<file path="src/rtl/eep_csum_pkg.sv">
package eep_csum_pkg;
    typedef enum logic [1:0] {
        ST_IDLE  = 2'd0,
        ST_READ  = 2'd1,
        ST_CHECK = 2'd2,
        ST_WRITE = 2'd3
    } csum_state_t;

    typedef logic [15:0] csum_word_t;
endpackage

</file>
<file path="src/rtl/eep_byte_ctr.sv">
module eep_byte_ctr #(
    parameter int ADDR_W   = 16,
    parameter int LAST_IDX = 127
) (
    input  logic              clk,
    input  logic              rst_n,
    input  logic              clr,
    input  logic              inc,
    output logic [ADDR_W-1:0] cnt,
    output logic              last
);
    localparam logic [ADDR_W-1:0] LAST_A = ADDR_W'(LAST_IDX);

    always_ff @(posedge clk or negedge rst_n) begin
        if (!rst_n)   cnt <= '0;
        else if (clr) cnt <= '0;
        else if (inc) cnt <= cnt + 1'b1;
    end

    assign last = (cnt == LAST_A);
endmodule

</file>
<file path="src/rtl/eep_word_accum.sv">
module eep_word_accum
    import eep_csum_pkg::*;
#(
    parameter int ADDR_W   = 16,
    parameter int CSUM_IDX = 63
) (
    input  logic              clk,
    input  logic              rst_n,
    input  logic              clr,
    input  logic              byte_vld,
    input  logic [7:0]        byte_in,
    input  logic [ADDR_W-1:0] byte_addr,
    output csum_word_t        sum,
    output csum_word_t        stored
);
    localparam logic [ADDR_W-1:0] SLOT_HI = ADDR_W'(CSUM_IDX * 2 + 1);

    logic [7:0] lo_q;
    csum_word_t word;

    // low byte arrives first at the even address
    assign word = {byte_in, lo_q};

    always_ff @(posedge clk or negedge rst_n) begin
        if (!rst_n) begin
            lo_q   <= '0;
            sum    <= '0;
            stored <= '0;
        end else if (clr) begin
            lo_q   <= '0;
            sum    <= '0;
            stored <= '0;
        end else if (byte_vld) begin
            if (!byte_addr[0])
                lo_q <= byte_in;
            else if (byte_addr == SLOT_HI)
                stored <= word;
            else
                sum <= sum + word;
        end
    end
endmodule

</file>
<file path="src/rtl/eep_csum_fixer.sv">
module eep_csum_fixer
    import eep_csum_pkg::*;
#(
    parameter int          ADDR_W      = 16,
    parameter int          CSUM_IDX    = 63,
    parameter logic [15:0] CSUM_TARGET = 16'hBABA
) (
    input  logic              clk,
    input  logic              rst_n,
    input  logic              start,
    input  logic              update,
    output logic              mem_rd_req,
    output logic [ADDR_W-1:0] mem_addr,
    input  logic              mem_rd_valid,
    input  logic [7:0]        mem_rd_data,
    output logic              mem_wr_req,
    output logic [15:0]       mem_wr_word,
    input  logic              mem_wr_done,
    input  logic              mem_err,
    output logic              busy,
    output logic              done,
    output logic              pass,
    output logic              fail,
    output logic              err,
    output logic [15:0]       stored_word,
    output logic [15:0]       calc_word
);
    localparam int                LAST_IDX = (CSUM_IDX + 1) * 2 - 1;
    localparam logic [ADDR_W-1:0] SLOT_LO  = ADDR_W'(CSUM_IDX * 2);

    csum_state_t       state, nxt;
    logic              upd_q;
    logic              go, take, last;
    logic [ADDR_W-1:0] cnt;
    csum_word_t        sum;
    logic              match;

    assign go   = (state == ST_IDLE) && start;
    assign take = (state == ST_READ) && mem_rd_valid && !mem_err;

    eep_byte_ctr #(.ADDR_W(ADDR_W), .LAST_IDX(LAST_IDX)) u_ctr (
        .clk(clk), .rst_n(rst_n), .clr(go), .inc(take), .cnt(cnt), .last(last)
    );

    eep_word_accum #(.ADDR_W(ADDR_W), .CSUM_IDX(CSUM_IDX)) u_acc (
        .clk(clk), .rst_n(rst_n), .clr(go), .byte_vld(take),
        .byte_in(mem_rd_data), .byte_addr(cnt), .sum(sum), .stored(stored_word)
    );

    assign calc_word = CSUM_TARGET - sum;
    assign match     = (stored_word == calc_word);

    // next-state logic
    always_comb begin
        nxt = state;
        unique case (state)
            ST_IDLE:  if (start) nxt = ST_READ;
            ST_READ:  if (mem_err) nxt = ST_IDLE;
                      else if (mem_rd_valid && last) nxt = ST_CHECK;
            ST_CHECK: nxt = (!match && upd_q) ? ST_WRITE : ST_IDLE;
            ST_WRITE: if (mem_err || mem_wr_done) nxt = ST_IDLE;
        endcase
    end

    // state register
    always_ff @(posedge clk or negedge rst_n) begin
        if (!rst_n) state <= ST_IDLE;
        else        state <= nxt;
    end

    // registered result flags
    always_ff @(posedge clk or negedge rst_n) begin
        if (!rst_n) begin
            upd_q <= 1'b0;
            done  <= 1'b0;
            pass  <= 1'b0;
            fail  <= 1'b0;
            err   <= 1'b0;
        end else begin
            unique case (state)
                ST_IDLE: if (start) begin
                    upd_q <= update;
                    done  <= 1'b0;
                    pass  <= 1'b0;
                    fail  <= 1'b0;
                    err   <= 1'b0;
                end
                ST_READ: if (mem_err) begin
                    done <= 1'b1;
                    err  <= 1'b1;
                end
                ST_CHECK: if (match || !upd_q) begin
                    done <= 1'b1;
                    pass <= match;
                    fail <= !match;
                end
                ST_WRITE: if (mem_err) begin
                    done <= 1'b1;
                    err  <= 1'b1;
                end else if (mem_wr_done) begin
                    done <= 1'b1;
                    fail <= 1'b1;
                end
            endcase
        end
    end

    assign busy        = (state != ST_IDLE);
    assign mem_rd_req  = (state == ST_READ);
    assign mem_wr_req  = (state == ST_WRITE);
    assign mem_addr    = (state == ST_WRITE) ? SLOT_LO : cnt;
    assign mem_wr_word = calc_word;
endmodule

</file>
<file path="config.mk">
export PLATFORM = sky130hd
export DESIGN_NAME = eep_csum_fixer
export DESIGN_NICKNAME = d
export VERILOG_FILES = /design/src/rtl/eep_csum_pkg.sv /design/src/rtl/eep_byte_ctr.sv /design/src/rtl/eep_word_accum.sv /design/src/rtl/eep_csum_fixer.sv
export SDC_FILE = /design/constraint.sdc
export NUM_CORES = 1
export LEC_CHECK = 0
export ABC_AREA = 1
export BUFFER_PORTS_ARGS = -buffer_cell sky130_fd_sc_hd__clkbuf_2
export CORE_ASPECT_RATIO = 1.4
export CORE_MARGIN = 2
export CORE_UTILIZATION = 46
export CTS_CLUSTER_DIAMETER = 80
export CTS_CLUSTER_SIZE = 25
export DETAILED_ROUTE_END_ITERATION = 10
export PLACE_DENSITY = 0.74
export REMOVE_ABC_BUFFERS = 1
export SLEW_MARGIN = 15
export SYNTH_ARGS = -nofsm -noshare
export SYNTH_HDL_FRONTEND = slang
export SYNTH_SLANG_ARGS = --single-unit
</file>
<file path="constraint.sdc">
create_clock -name clk -period 2.36 [get_ports clk]
set_input_delay 0 -clock clk [delete_from_list [all_inputs] [get_ports clk]]
set_output_delay 0 -clock clk [all_outputs]
set_load 0.03 [all_outputs]
</file>
==> flow_summary.json <==
{
  "die_area_sq_um": 10600,
  "htreeDepth": 3,
  "multi_input_area_sq_um": 2580,
  "syn2layout_area_growth_pct": 24.0,
  "final_core_util_pct": 58.7,
  "rr_worst_depth": 13,
  "synth_compound_area_share_pct": 14.7,
  "finalHoldViolations": 0,
  "gr-total-overflow": 0,
  "dieWidth_um": 87.6,
  "ys_types": 46,
  "grt_pass1_wl_mm": 20.4,
  "crit_family": "simple AND/OR/NAND/NOR gates",
  "placed_cell_area_sq_um": 5030,
  "synth.avg_cell_area_sq_um": 7.16,
  "synth_top_family_by_area": "simple AND/OR/NAND/NOR gates",
  "hp-class": "input port to register",
  "detailroute.via_count": 4626,
  "fill_cells": 878,
  "drv_cap": 0,
  "seq_area_sq_um": 1580,
  "core_sq_um": 9510,
  "slowest_delay_ns": 0.42,
  "final_common_cell": "nand2_1",
  "setup_tns_ns": 0,
  "power_uw": 8500,
  "cts-root-buf": "clkbuf_16",
  "drtIter0Drc": 264,
  "dr.pass1.iters": 5,
  "synth_ff_type": "dfrtp_1",
  "clk_latency_ns": 0.34,
  "worst_pin_slew_ns": 0.797,
  "critPathSlowestCell": "dfrtp_1",
  "synth_fa_ha_area_share_pct": 6.28,
  "reg2reg_to": "u_ctr.cnt[15]",
  "finClkSkew_ns": 0.00695,
  "syn-instance-count": 628,
  "grt_setup_unrepaired": "true",
  "arrival_ns": 2.50,
  "synth.area.mux_share_pct": 0,
  "worstSetupEndpointType": "register",
  "synth-edff-count": 0,
  "avgRoutedWirePerCell_um": 14.8,
  "cts_tree": "yes",
  "die-height_um": 121,
  "synth-seq-area-share_pct": 35.0,
  "cp-endpoint": "u_ctr.cnt[15]",
  "drv_slew": 0,
  "layout_common_cells": "148 x nand2_1, 85 x clkbuf_2, 69 x inv_1, 61 x dfrtp_1, 47 x nand3_1",
  "ant_nets": 0,
  "peakVddDrop_mv": 0.703,
  "ios": 86,
  "rows": 42,
  "yosysWarnings": 0,
  "postSynth.asyncResetShare_pct": 100,
  "pwr_density_cell_nw_per_um2": 1520,
  "r2r_start": "state[1]",
  "cts_sinks": 63,
  "post-route-period-util_pct": 96.5,
  "cp.required_ns": 2.58,
  "worstPathCellList": "inv_2 -> ha_4 -> inv_2 -> nor2_4 -> nand2_4 -> nor2_4 -> nand2_2 -> nor4_4 -> nand4_1 -> nor2_2 -> nand4_1 -> o21ai_1 -> a21oi_1",
  "outcome": "finished, final reports clean",
  "track_usage_pct": 24.7,
  "power.leakage_uw": 0.00286,
  "grt_pass1_vias": 4483,
  "initial_core_util_pct": 47.3,
  "crit_path_start": "state[1]",
  "cts_buffer_depth": 2,
  "dpl.hpwl_mm": 9.48,
  "setup_viol": 0,
  "synth-xor-area-share_pct": 1.75,
  "finalCriticalPeriod_ns": 2.28,
  "globalplace.congestion": 0.948,
  "avgViaCountPerCell": 5.39,
  "drive_gt1_share_pct": 26.6,
  "totalWireLength_mm": 12.7,
  "reg2reg_setup_slack_ns": 0.08,
  "cts_buffers": 9,
  "clkSlewWorstSetupHoldPaths_ns": 0.06,
  "syn_area_sq_um": 4500,
  "synth-seq-cells": 63,
  "critPathLaunchType": "register",
  "synth-simple-area-share_pct": 31.7,
  "path_max_fanout": 4,
  "crit_buf_inv": 2,
  "slew_headroom_pct": 46.9,
  "diodes": 0,
  "grt_max_degree": 37,
  "max_freq_mhz": 439,
  "antenna_found_initial": 0,
  "path_class": "register to register",
  "num-nets-final": 758,
  "route.detailed.drc": 0,
  "cp.depth": 13,
  "port-buffer-count": 85,
  "stdcell_area_sq_um": 5580
}
-- final cells by class --
| type | count | share of cell area (%) |
|---|---|---|
| Clock buffer | 9 | 4.04 |
| Clock inverter | 7 | 1.70 |
| Inverter | 80 | 5.52 |
| Multi-Input combinational cell | 458 | 46.2 |
| Sequential cell | 63 | 28.3 |
| Tap cell | 132 | 2.96 |
| Timing Repair Buffer | 109 | 11.3 |
-- worst reg2reg max path, stage by stage, from the launching register on --
cell	delay, ns
dfrtp_1	0.42
inv_2	0.10
ha_4	0.14
inv_2	0.04
nor2_4	0.14
nand2_4	0.08
nor2_4	0.13
nand2_2	0.08
nor4_4	0.31
nand4_1	0.20
nor2_2	0.20
nand4_1	0.12
o21ai_1	0.15
a21oi_1	0.05
-- state kept, by name (all words and copies together) (netlist names), 2 cells and up --
| signal | cells |
|---|---|
| u_acc.stored | 16 |
| u_acc.sum | 16 |
| u_ctr.cnt | 16 |
| u_acc.lo_q | 8 |
| state | 2 |
-- worst min path at each step --
stage,from,end,cells past startpoint
6_report,mem_rd_data[7],u_acc.lo_q[7],3
5_1_grt,mem_rd_data[5],u_acc.lo_q[5],3
4_1_cts,mem_rd_data[7],u_acc.lo_q[7],3
3_5_place_dp,rst_n,u_acc.stored[15],1
3_3_place_gp,rst_n,u_acc.sum[15],1
2_1_floorplan,rst_n,done,0
-- kinds of logic after synthesis --
| kind of cell | count (synthesis) |
|---|---|
| buf+inv | 107 |
| flops | 63 |
| simple gates | 307 |
| fa+ha+maj | 22 |
| compound gates | 120 |
| xor+xnor | 9 |
-- synthesized netlist by cell type (2+ instances only) --
| library cell | instances | area share, % |
|---|---|---|
| nor2_4 | 2 | 0.50 |
| nand2_1 | 155 | 13 |
| ha_1 | 21 | 5.8 |
| dfrtp_1 | 63 | 35 |
| inv_2 | 6 | 0.50 |
| nand2_2 | 13 | 1.8 |
| nor3_1 | 8 | 0.89 |
| nor4_1 | 5 | 0.70 |
| clkbuf_1 | 8 | 0.67 |
| o21bai_1 | 2 | 0.33 |
| nand3_4 | 2 | 0.78 |
| a31oi_1 | 2 | 0.28 |
| inv_1 | 72 | 6.0 |
| xor2_1 | 6 | 1.2 |
| a21oi_2 | 2 | 0.39 |
| buf_4 | 17 | 2.8 |
| nand3_2 | 3 | 0.67 |
| clkinv_1 | 2 | 0.17 |
| xnor2_1 | 3 | 0.58 |
| o21ai_1 | 7 | 0.78 |
| nor2_2 | 8 | 1.1 |
| nand3b_1 | 2 | 0.33 |
| o31ai_1 | 2 | 0.33 |
| nand3_1 | 48 | 5.3 |
| nand4_1 | 10 | 1.4 |
| o22ai_1 | 7 | 0.97 |
| nor2_1 | 43 | 3.6 |
| o21ai_2 | 2 | 0.39 |
| or2_2 | 2 | 0.28 |
| a21oi_1 | 44 | 4.9 |
| o21ai_0 | 46 | 5.1 |
-- where the power goes --
group	internal, uW	leakage (uW)	total, uW	switching (uW)
clock	927	0.000156	1440	514
combinational	1600	0.00188	5130	3530
sequential	1480	0.000816	1930	457
total	4010	0.00286	8500	4500
-- layer usage --
metal  global-route usage, %  wire length, um
met5                       0                0
met4                    14.1              583
met3                    4.29              676
met2                    42.1             6530
met1                    28.5             4950
-- stage by stage --
stage	cells	setup WS [ns]	hold WS, ns
5_1_grt	858	-0.103	0.0154
3_5_place_dp	831	-0.0321	0.116
2_1_floorplan	601	-0.604	-0.296
6_report	858	0.0828	0.0115
4_1_cts	850	0.0235	0.00128
3_3_place_gp	831	0.0740	0.112
-- repair_timing --
item	in CTS	in global routing
pin swaps	2	15
hold buffers	3	0
buffers inserted	0	8
hold endpoints to repair	29	0
gates cloned	0	0
gates resized for setup	5	32
setup endpoints to repair	4	20
Note: power is estimated with default switching activity, not from simulation.
